`src/rtl/vtiu_pkg.sv`:
```
package vtiu_pkg;

  typedef enum logic [3:0] {
    RI_PORTB_DATA = 4'd0,
    RI_PORTA_DATA = 4'd1,
    RI_PORTB_DIR  = 4'd2,
    RI_PORTA_DIR  = 4'd3,
    RI_CA_LO      = 4'd4,
    RI_CA_HI      = 4'd5,
    RI_RLD_LO     = 4'd6,
    RI_RLD_HI     = 4'd7,
    RI_CB_LO      = 4'd8,
    RI_CB_HI      = 4'd9,
    RI_SHIFT      = 4'd10,
    RI_AUX        = 4'd11,
    RI_PERIPH     = 4'd12,
    RI_FLAGS      = 4'd13,
    RI_ENABLES    = 4'd14,
    RI_PORTA_RAW  = 4'd15
  } reg_idx_e;

  localparam int FLAG_W     = 7;
  localparam int FLAG_SHIFT = 2;
  localparam int FLAG_CA    = 6;
  localparam logic [1:0] MODE_CONT = 2'b01;

  // Indices that are simple read/write byte storage.
  function automatic logic is_plain(logic [3:0] i);
    case (i)
      RI_PORTB_DATA, RI_PORTA_DATA, RI_PORTB_DIR, RI_PORTA_DIR,
      RI_SHIFT, RI_AUX, RI_PERIPH, RI_PORTA_RAW: is_plain = 1'b1;
      default:                                   is_plain = 1'b0;
    endcase
  endfunction

endpackage

```
`src/rtl/vtiu_prescaler.sv`:
```
module vtiu_prescaler #(
  parameter int DIV = 6,
  localparam int CW = (DIV > 1) ? $clog2(DIV) : 1
) (
  input  logic clk,
  input  logic rst_n,
  output logic tick_o
);

  localparam logic [CW-1:0] LAST = CW'(DIV - 1);

  logic [CW-1:0] cnt_q, cnt_d;

  assign tick_o = (cnt_q == LAST);

  always_comb begin
    if (tick_o) cnt_d = '0;
    else        cnt_d = cnt_q + 1'b1;
  end

  always_ff @(posedge clk or negedge rst_n) begin
    if (!rst_n) cnt_q <= '0;
    else        cnt_q <= cnt_d;
  end

  generate
    if (DIV > 1) begin : g_gap_chk
      AST_TICK_GAP: assert property (@(posedge clk) disable iff (!rst_n)
        tick_o |=> !tick_o) else $error("tick pulses back to back");
    end
  endgenerate

endmodule

```
`src/rtl/vtiu_down_counter.sv`:
```
module vtiu_down_counter #(
  parameter int BYTE_W = 8,
  localparam int CNT_W = 2 * BYTE_W
) (
  input  logic              clk,
  input  logic              rst_n,
  input  logic              tick_i,
  input  logic              wr_lo_i,
  input  logic              wr_hi_i,
  input  logic [BYTE_W-1:0] wdata_i,
  input  logic              cont_i,
  input  logic [CNT_W-1:0]  reload_i,
  output logic [CNT_W-1:0]  cnt_o,
  output logic              wrap_o
);

  logic [CNT_W-1:0] cnt_q, cnt_d;
  logic             at_zero;

  assign at_zero = (cnt_q == '0);
  assign cnt_o   = cnt_q;

  always_comb begin
    cnt_d  = cnt_q;
    wrap_o = 1'b0;
    if (wr_lo_i) begin
      cnt_d = {cnt_q[CNT_W-1:BYTE_W], wdata_i};
    end else if (wr_hi_i) begin
      cnt_d = {wdata_i, cnt_q[BYTE_W-1:0]};
    end else if (tick_i) begin
      if (at_zero) begin
        wrap_o = 1'b1;
        cnt_d  = cont_i ? reload_i : '1;
      end else begin
        cnt_d = cnt_q - 1'b1;
      end
    end
  end

  always_ff @(posedge clk or negedge rst_n) begin
    if (!rst_n) cnt_q <= '1;
    else        cnt_q <= cnt_d;
  end

  AST_CNT_STEP: assert property (@(posedge clk) disable iff (!rst_n)
    (tick_i && !wr_lo_i && !wr_hi_i && cnt_q != '0) |=> (cnt_q == $past(cnt_q) - 1'b1))
    else $error("count did not step down");
  AST_CNT_RELOAD: assert property (@(posedge clk) disable iff (!rst_n)
    (tick_i && !wr_lo_i && !wr_hi_i && cnt_q == '0 && cont_i) |=> (cnt_q == $past(reload_i)))
    else $error("continuous reload missed");
  AST_CNT_ROLL: assert property (@(posedge clk) disable iff (!rst_n)
    (tick_i && !wr_lo_i && !wr_hi_i && cnt_q == '0 && !cont_i) |=> (cnt_q == '1))
    else $error("free rollover missed");
  AST_LO_MERGE: assert property (@(posedge clk) disable iff (!rst_n)
    wr_lo_i |=> (cnt_q == {$past(cnt_q[CNT_W-1:BYTE_W]), $past(wdata_i)}))
    else $error("low byte load lost high byte");
  AST_HI_MERGE: assert property (@(posedge clk) disable iff (!rst_n)
    (wr_hi_i && !wr_lo_i) |=> (cnt_q == {$past(wdata_i), $past(cnt_q[BYTE_W-1:0])}))
    else $error("high byte load lost low byte");

endmodule

```
`src/rtl/vtiu_irq_ctrl.sv`:
```
module vtiu_irq_ctrl #(
  parameter int FW      = 7,
  parameter int IRQ_BIT = 2
) (
  input  logic          clk,
  input  logic          rst_n,
  input  logic [FW-1:0] set_i,
  input  logic [FW-1:0] clr_i,
  input  logic          en_wr_i,
  input  logic [FW:0]   en_data_i,
  output logic [FW-1:0] flags_o,
  output logic [FW-1:0] en_o,
  output logic          irq_o
);

  logic [FW-1:0] flags_q, flags_d;
  logic [FW-1:0] en_q, en_d;
  logic          irq_q, irq_d;

  always_comb begin
    flags_d = (flags_q & ~clr_i) | set_i;
    en_d    = en_q;
    if (en_wr_i) begin
      if (en_data_i[FW]) en_d = en_q | en_data_i[FW-1:0];
      else               en_d = en_q & ~en_data_i[FW-1:0];
    end
    irq_d = flags_d[IRQ_BIT] & en_d[IRQ_BIT];
  end

  always_ff @(posedge clk or negedge rst_n) begin
    if (!rst_n) begin
      flags_q <= '0;
      en_q    <= '0;
      irq_q   <= 1'b0;
    end else begin
      flags_q <= flags_d;
      en_q    <= en_d;
      irq_q   <= irq_d;
    end
  end

  assign flags_o = flags_q;
  assign en_o    = en_q;
  assign irq_o   = irq_q;

  AST_IRQ_NEEDS_BOTH: assert property (@(posedge clk) disable iff (!rst_n)
    irq_o |-> (flags_q[IRQ_BIT] && en_q[IRQ_BIT]))
    else $error("irq without flag and enable");
  AST_FLAG_SET_WINS: assert property (@(posedge clk) disable iff (!rst_n)
    (|set_i) |=> ((flags_q & $past(set_i)) == $past(set_i)))
    else $error("flag event lost");
  AST_FLAG_CLR: assert property (@(posedge clk) disable iff (!rst_n)
    (|(clr_i & ~set_i)) |=> ((flags_q & $past(clr_i & ~set_i)) == '0))
    else $error("flag clear ignored");
  AST_EN_SET: assert property (@(posedge clk) disable iff (!rst_n)
    (en_wr_i && en_data_i[FW]) |=> ((en_q & $past(en_data_i[FW-1:0])) == $past(en_data_i[FW-1:0])))
    else $error("enable set ignored");
  AST_EN_CLR: assert property (@(posedge clk) disable iff (!rst_n)
    (en_wr_i && !en_data_i[FW]) |=> ((en_q & $past(en_data_i[FW-1:0])) == '0))
    else $error("enable clear ignored");

endmodule

```
`src/rtl/vtiu_timer_irq_unit.sv`:
```
module vtiu_timer_irq_unit
  import vtiu_pkg::*;
#(
  parameter int PRESCALE = 6,
  parameter int IDX_LSB  = 9,
  localparam int IDX_MSB = IDX_LSB + 3
) (
  input  logic                 clk,
  input  logic                 arst_n,
  input  logic                 bus_sel_i,
  input  logic                 bus_rd_i,
  input  logic                 bus_wr_i,
  input  logic [IDX_MSB:IDX_LSB] bus_addr_i,
  input  logic [7:0]           bus_wdata_i,
  input  logic                 xfer_done_i,
  output logic [7:0]           bus_rdata_o,
  output logic                 irq_o
);

  localparam int BYTE_W = 8;
  localparam int CNT_W  = 2 * BYTE_W;
  localparam int NREG   = 16;

  // Reset: asserted at once, released on a clock edge.
  logic [1:0] rsync_q;
  logic       rst_n;

  always_ff @(posedge clk or negedge arst_n) begin
    if (!arst_n) rsync_q <= '0;
    else         rsync_q <= {rsync_q[0], 1'b1};
  end
  assign rst_n = rsync_q[1];

  // Access decode.
  logic [3:0]      idx;
  logic            wr_en, rd_en;
  logic [NREG-1:0] wr_hit;
  logic            ca_rd;

  assign idx    = bus_addr_i;
  assign wr_en  = bus_sel_i & bus_wr_i;
  assign rd_en  = bus_sel_i & bus_rd_i;
  assign wr_hit = wr_en ? (NREG'(1) << idx) : '0;
  assign ca_rd  = rd_en & ((idx == RI_CA_LO) | (idx == RI_CA_HI));

  // Plain byte storage.
  logic [NREG-1:0][BYTE_W-1:0] plain_rd;

  generate
    for (genvar gi = 0; gi < NREG; gi++) begin : g_plain
      if (is_plain(4'(gi))) begin : g_reg
        logic [BYTE_W-1:0] q, d;
        always_comb d = wr_hit[gi] ? bus_wdata_i : q;
        always_ff @(posedge clk or negedge rst_n) begin
          if (!rst_n) q <= '0;
          else        q <= d;
        end
        assign plain_rd[gi] = q;
      end else begin : g_none
        assign plain_rd[gi] = '0;
      end
    end
  endgenerate

  logic cont_mode;
  assign cont_mode = (plain_rd[RI_AUX][7:6] == MODE_CONT);

  // Reload value for counter A.
  logic [CNT_W-1:0] rld_q, rld_d;

  always_comb begin
    rld_d = rld_q;
    if (wr_hit[RI_RLD_LO]) rld_d[BYTE_W-1:0]     = bus_wdata_i;
    if (wr_hit[RI_RLD_HI]) rld_d[CNT_W-1:BYTE_W] = bus_wdata_i;
  end

  always_ff @(posedge clk or negedge rst_n) begin
    if (!rst_n) rld_q <= '1;
    else        rld_q <= rld_d;
  end

  // Shared step pulse and the two counters.
  logic             tick;
  logic [CNT_W-1:0] ca_cnt, cb_cnt;
  logic             ca_wrap, cb_wrap;

  vtiu_prescaler #(.DIV(PRESCALE)) u_pre (
    .clk    (clk),
    .rst_n  (rst_n),
    .tick_o (tick)
  );

  vtiu_down_counter #(.BYTE_W(BYTE_W)) u_cnt_a (
    .clk      (clk),
    .rst_n    (rst_n),
    .tick_i   (tick),
    .wr_lo_i  (wr_hit[RI_CA_LO]),
    .wr_hi_i  (wr_hit[RI_CA_HI]),
    .wdata_i  (bus_wdata_i),
    .cont_i   (cont_mode),
    .reload_i (rld_q),
    .cnt_o    (ca_cnt),
    .wrap_o   (ca_wrap)
  );

  vtiu_down_counter #(.BYTE_W(BYTE_W)) u_cnt_b (
    .clk      (clk),
    .rst_n    (rst_n),
    .tick_i   (tick),
    .wr_lo_i  (wr_hit[RI_CB_LO]),
    .wr_hi_i  (wr_hit[RI_CB_HI]),
    .wdata_i  (bus_wdata_i),
    .cont_i   (1'b0),
    .reload_i ('1),
    .cnt_o    (cb_cnt),
    .wrap_o   (cb_wrap)
  );

  // Flags and enables.
  logic [FLAG_W-1:0] set_vec, clr_vec, flags, enables;

  always_comb begin
    set_vec             = '0;
    set_vec[FLAG_CA]    = ca_wrap & cont_mode;
    set_vec[FLAG_SHIFT] = xfer_done_i;
    clr_vec             = wr_hit[RI_FLAGS] ? bus_wdata_i[FLAG_W-1:0] : '0;
    if (ca_rd) clr_vec[FLAG_CA] = 1'b1;
  end

  vtiu_irq_ctrl #(.FW(FLAG_W), .IRQ_BIT(FLAG_SHIFT)) u_irq (
    .clk       (clk),
    .rst_n     (rst_n),
    .set_i     (set_vec),
    .clr_i     (clr_vec),
    .en_wr_i   (wr_hit[RI_ENABLES]),
    .en_data_i (bus_wdata_i),
    .flags_o   (flags),
    .en_o      (enables),
    .irq_o     (irq_o)
  );

  // Read data.
  always_comb begin
    case (idx)
      RI_CA_LO:   bus_rdata_o = ca_cnt[BYTE_W-1:0];
      RI_CA_HI:   bus_rdata_o = ca_cnt[CNT_W-1:BYTE_W];
      RI_RLD_LO:  bus_rdata_o = rld_q[BYTE_W-1:0];
      RI_RLD_HI:  bus_rdata_o = rld_q[CNT_W-1:BYTE_W];
      RI_CB_LO:   bus_rdata_o = cb_cnt[BYTE_W-1:0];
      RI_CB_HI:   bus_rdata_o = cb_cnt[CNT_W-1:BYTE_W];
      RI_FLAGS:   bus_rdata_o = {1'b0, flags};
      RI_ENABLES: bus_rdata_o = {1'b0, enables};
      default:    bus_rdata_o = plain_rd[idx];
    endcase
  end

  AST_CA_READ_CLEARS: assert property (@(posedge clk) disable iff (!rst_n)
    (ca_rd && !set_vec[FLAG_CA]) |=> !flags[FLAG_CA])
    else $error("counter read left flag set");
  AST_CA_FLAG_ONLY_CONT: assert property (@(posedge clk) disable iff (!rst_n)
    $rose(flags[FLAG_CA]) |-> $past(cont_mode))
    else $error("flag raised outside continuous mode");
  AST_CB_ROLLOVER: assert property (@(posedge clk) disable iff (!rst_n)
    cb_wrap |=> (cb_cnt == '1))
    else $error("counter B did not roll over");

endmodule

```
`config.mk`:
```
export PLATFORM = sky130hd
export DESIGN_NAME = vtiu_timer_irq_unit
export DESIGN_NICKNAME = d
export VERILOG_FILES = /design/src/rtl/vtiu_pkg.sv /design/src/rtl/vtiu_prescaler.sv /design/src/rtl/vtiu_down_counter.sv /design/src/rtl/vtiu_irq_ctrl.sv /design/src/rtl/vtiu_timer_irq_unit.sv
export SDC_FILE = /design/constraint.sdc
export NUM_CORES = 1
export LEC_CHECK = 0
export BUFFER_PORTS_ARGS = -buffer_cell sky130_fd_sc_hd__buf_2
export CAP_MARGIN = 20
export CORE_MARGIN = 2
export CORE_UTILIZATION = 63
export DETAILED_ROUTE_END_ITERATION = 8
export PLACE_DENSITY = 0.81
export SLEW_MARGIN = 0
export SYNTH_ARGS = -nofsm -noshare
export SYNTH_HDL_FRONTEND = slang
export SYNTH_SLANG_ARGS = --single-unit
```
`constraint.sdc`:
```
create_clock -name clk -period 4.8 [get_ports clk]
set_clock_uncertainty 0.15 [all_clocks]
set_input_delay 0.48 -clock clk [delete_from_list [all_inputs] [get_ports clk]]
set_output_delay 0.48 -clock clk [all_outputs]
set_load 0.01 [all_outputs]
```
Word level (Yosys, flattened, before mapping)
Cells that the tools add are included.
{"block": "word_totals", "out_inout_bits": 9, "elab_cells": 83, "romBits": 0, "reg_bits": 132, "latchBits": 0, "mem_bits_rw": 0, "inputBits": 18, "n_memories": 0}
{"block": "classes", "n_lt_le_gt_ge": 1, "addsub": 3, "n_bitwise": 14, "div_mod_pow": 0, "n_reduce_logical": 10, "n_mul": 0, "eq_ne": 12, "n_mux": 22, "shift": 1}
{"op": "16-bit two-way mux", "n": 8}
{"op": "8-bit case mux with 8 select lines", "n": 1}
{"op": "8-bit binary-select mux with 4-bit select", "n": 1}
{"op": "16-bit zero test", "n": 2}
{"op": "16-bit by 1-bit subtractor with 16-bit output (second input constant)", "n": 2}
{"op": "8-bit two-way mux", "n": 3}
{"op": "4-bit by 3-bit equality test with 1-bit output (second input constant)", "n": 4}
{"op": "4-bit equality test (second input constant)", "n": 4}
{"op": "1-bit by 4-bit << shifter with 16-bit output (first input constant)", "n": 1}
{"op": "7-bit bitwise AND", "n": 2}
{"op": "7-bit two-way mux", "n": 2}
{"op": "7-bit inverter", "n": 2}
{"op": "7-bit bitwise OR", "n": 2}
{"op": "2-bit AND reduction", "n": 4}
{"op": "2-bit nonzero test", "n": 4}
{"op": "3-bit two-way mux", "n": 2}
{"op": "1-bit bitwise AND", "n": 5}
{"op": "4-bit by 5-bit < comparator with 1-bit output (second input constant)", "n": 1}
{"op": "1-bit two-way mux", "n": 5}
{"op": "2-bit inequality test (second input constant)", "n": 2}
{"op": "3-bit by 1-bit adder with 3-bit output (second input constant)", "n": 1}
{"op": "3-bit equality test (second input constant)", "n": 1}
{"op": "2-bit by 1-bit equality test with 1-bit output (second input constant)", "n": 1}
{"op": "1-bit inverter", "n": 2}
{"op": "1-bit bitwise OR", "n": 1}

Depth between registers and ports, before layout
{"block": "logic_depth", "ltp_word": 8, "ltp_mapped": 8, "ltp_nobuf": 7}

By module
A second synthesis with hierarchy kept.
{"block": "hier_totals", "hier_cells": 762, "hier_area_um2": 8136.6}
{"module": "vtiu_timer_irq_unit", "area_each_um2": 4494.3, "seq_area_each_um2": 2072.0, "instances": 1, "cells_each": 363}
{"module": "vtiu_down_counter", "area_each_um2": 1475.2, "seq_area_each_um2": 420.4, "instances": 2, "cells_each": 172}
{"module": "vtiu_irq_ctrl", "area_each_um2": 575.6, "seq_area_each_um2": 375.4, "instances": 1, "cells_each": 45}
{"module": "vtiu_prescaler", "area_each_um2": 116.4, "seq_area_each_um2": 75.1, "instances": 1, "cells_each": 10}

Least setup slack after synthesis
Ideal clock, no wire load.
{"block": "synth_path", "path_type": "input to output", "startpoint": "in bus_addr_i[12] (netlist bit)", "endpoint": "out bus_rdata_o[5]", "arrival_time_ns": 1.960, "path_slack_ns": 2.210, "path_buffers": 4, "required_ns": 4.170, "path_stages": 8, "path_cell_list": "clkbuf_1 buf_2 clkbuf_1 clkbuf_1 nand3_1 o21ai_0 nand2_1 a32oi_1"}
{"block": "synth_between", "elab_chain_len": 3, "elab_cells_between_ends": 11, "classes_between": "8 x eq/ne; 3 x mux"}
{"item": "start: declaration", "line": "vtiu_timer_irq_unit.sv:13", "source": "input logic [IDX_MSB:IDX_LSB] bus_addr_i,"}
{"item": "8-bit binary-select mux with 4-bit select", "line": "vtiu_timer_irq_unit.sv:153", "source": "default: bus_rdata_o = plain_rd[idx];"}
{"item": "8-bit two-way mux (implied by the code)", "line": "vtiu_timer_irq_unit.sv:153"}
{"item": "8-bit case mux with 8 select lines (*)", "line": "vtiu_timer_irq_unit.sv:144", "source": "case (idx)"}
{"item": "end: declaration", "line": "vtiu_timer_irq_unit.sv:16", "source": "output logic [7:0] bus_rdata_o,"}
Every way passes the cells marked *; elsewhere a longest branch is shown, timed or not. The select of a mux whose other input is x is not followed.

Final worst setup path
{"block": "layout_path", "startpoint": "in bus_addr_i[11] (netlist bit)", "endpoint": "out bus_rdata_o[1]"}
Same word-level chain as after synthesis.

==> reports/metrics.yaml <==
status: "finished clean"
hp-start: "xfer_done_i"
firstDrtPassIters: 8
cts_resized: 0
rows: 39
drt-initial-drc-count: 759
dp.cells: 841
crit_type: "in -> out"
crit_chain: "buf_2, inv_1, nor3_2, a211o_1, a2111oi_0, a21oi_1, buf_2"
syn_nets: 740
cp_common_cell: "buf_2"
initial_utilization_pct: 65.13
reg2regPathDepth: 4
synth_edf_count: 0
seq_area_frac_synth_pct: 44.65
period_needed_ns: 3.402
fin_cells: 874
ys_types: 71
holdPathEnd: "u_irq.flags_o[2]"
clock_path_buffers: 2
clkSlewWorstSetupHoldPaths_ns: 0.05
seqPwrFrac_pct: 46.2
whs_ns: 0.1050
ys_warn_count: 0
drcViolationCount: 0
routed_wl_um: 20860
required_ns: 4.17
num_io_pins: 27
crit_path_max_fanout: 37
cts_setup_buffers: 0
start_kind: "primary input"
maxCapViolCount: 0
holdPathStages: 2
antenna_found_initial: 0
synth_area_um2: 7532
synth_ff_type: "dfrtp_1"
final-setup-viol-count: 0
diodes: 0
dieArea_um2: 12850
r2r_slack_ns: 2.08
synth-seq-cells: 132
rsz0062_at_grt: "false"
fmax_mhz: 293.9
comb_power_share_pct: 19.1
cts_buffers: 17
p_leak_nw: 3.406
vias_per_cell: 7.086
max_stage_delay_ns: 0.54
setup-tns-final_ns: 0
cts_tree: "done"
slew_headroom_pct: 37.08
num_vias: 6193
power_per_cell_area_nw_per_um2: 442.8
netSwitchingPower_mw: 1.134
ir_drop_mv: 0.4097
wl_per_cell_um: 23.86
yosysMostFrequentCell: "mux2_2"
routabilityCongestion: 1.042
final_nets: 740
grt_max_degree: 74
ys_top_cells_by_count: "mux2_2 (98), dfrtp_1 (84), nand2_1 (53)"
r2r-start: "u_cnt_a.cnt_o[5]"
syn-instance-count: 718
drtAntennaViolNets: 0
clock_latency_ns: 0.43
cp_top_family: "buffers and inverters"
core_um2: 11560
clock-sinks: 132
fp.dieW_um: 113.3
clock_power_share_pct: 34.7
path_buf_inv: 3
grt_pass1_vias: 5958
synthTopCellsByArea: "dfrtp_1 (28%), dfstp_2 (17%), mux2_2 (15%)"
r2r_end: "u_cnt_a.cnt_o[3]"
async_flop_share_pct: 100.0
hold_viol: 0
worstMarginPinSlew_ns: 0.9438
grt_pass1_wl_um: 33200
htreeDepth: 4
track_usage_pct: 34.01
dp_hpwl_um: 13630
cts-root-buf: "clkbuf_16"
timing.final.crit_share_pct: 70.88
critPathCaptureType: "primary output"
synth_top_area_cell: "dfrtp_1"
drive_gt1_share_pct: 32.15
grt-ovfl-total: 0
avgSynthCellArea_um2: 10.49
area_growth_pct: 9.518
final-max-slew-violation-count: 0
swShare_pct: 31.05
yosysTopAreaCellShare_pct: 27.91
p_int_mw: 2.519
worst_path_max_delay_cell: "buf_2"
fp.dieH_um: 113.3
port_buffers: 26
arrival_ns: 2.77
hold_class: "in -> reg"
-- metal layers --
metal | share of wire [%] | vias up | global-route usage, %
met4 | 4.1 | 0 | 13.74
met2 | 47 | 331 | 52.57
met1 | 41 | 3082 | 47.04
met5 | 0 | - | 0
li1 | - | 2712 | -
met3 | 8.0 | 68 | 7.606
-- state kept, by name (all words and copies together), names as in the netlist, named ones only --
name / flops
u_irq.en_o: 1
rsync_q: 2
u_cnt_b.cnt_o: 16
g_plain.g_reg.q: 64
u_irq.flags_o: 7
u_cnt_a.cnt_o: 16
u_irq.irq_o: 1
u_pre.cnt_q: 3
rld_q: 16
-- repair_timing --
action | 4_1_cts | 5_1_grt
hold buffers | 1 | 0
setup endpoints to repair | 0 | 0
hold endpoints to repair | 2 | 0
-- logic make-up after synthesis --
kind of cell	after synthesis	share of synthesized area (%)
AND/OR/NAND/NOR	208	14.55
AO/OA/AOI/OAI	191	17.36
flip-flops	132	44.65
multiplexers	115	18.79
buffers and inverters	64	3.588
adder cells (fa/ha/maj)	4	0.6645
XOR/XNOR	3	0.3489
other	1	0.04979
-- stage by stage --
stage	area, um2	setup slack (ns)	power [mW]	utilization (%)
floorplan	7532	0.7840	2.129	-
global placement	7670	1.560	2.334	66.32
detailed placement	7670	1.472	2.369	66.32
CTS	8249	1.455	3.638	71.33
global route	8249	1.144	3.787	71.33
finish	8249	1.398	3.653	71.33
-- layout by cell type (no fill, tap or decap), types with 4 or more instances in the layout --
master	count
nor4_1	7
a31oi_1	8
nand2b_1	6
a21o_1	5
nor3_1	20
nand4_1	9
a221o_1	4
o21ai_1	5
a22oi_1	12
nor2_1	44
a21oi_1	34
mux2_2	98
or3_1	6
buf_4	6
nor3_2	5
o31ai_1	4
a21boi_0	7
dfrtp_1	83
inv_1	12
buf_2	26
and3_1	7
a22o_1	16
o21ai_0	44
o311ai_0	4
nand2_1	53
a31o_2	5
ha_1	4
nand3_1	20
mux4_2	10
clkbuf_16	17
a211oi_1	6
mux2i_1	6
dfstp_2	48
nor2b_1	8
-- worst max path at each step --
| stage | start | to | cells past startpoint |
|---|---|---|---|
| global placement | bus_addr_i[10] | bus_rdata_o[1] | 6 |
| global route | bus_addr_i[11] | bus_rdata_o[1] | 7 |
| detailed placement | bus_addr_i[11] | bus_rdata_o[1] | 7 |
| floorplan | rsync_q[1] | asynchronous set/reset pin | 0 |
| finish | bus_addr_i[11] | bus_rdata_o[1] | 7 |
| CTS | bus_addr_i[11] | bus_rdata_o[1] | 7 |
-- area by class of cell --
cell class | instances | area (um2)
clock buffers | 20 | 436.7
clock inverters | 12 | 132.6
fillers | 830 | 3316
inverters | 12 | 45.04
multi-input cells | 522 | 3904
flip-flops and latches | 132 | 3367
well taps | 143 | 178.9
repair buffers | 33 | 185.2
-- power groups by stage --
stage               clock network (mW)  logic, mW  registers [mW]
CTS                               1.28      0.689            1.67
global route                      1.31      0.759            1.71
global placement                     0      0.658            1.68
floorplan                            0      0.545            1.58
finish                            1.27      0.698            1.69
detailed placement                   0      0.681            1.69
No activity file was read; power rests on OpenSTA's default activity.
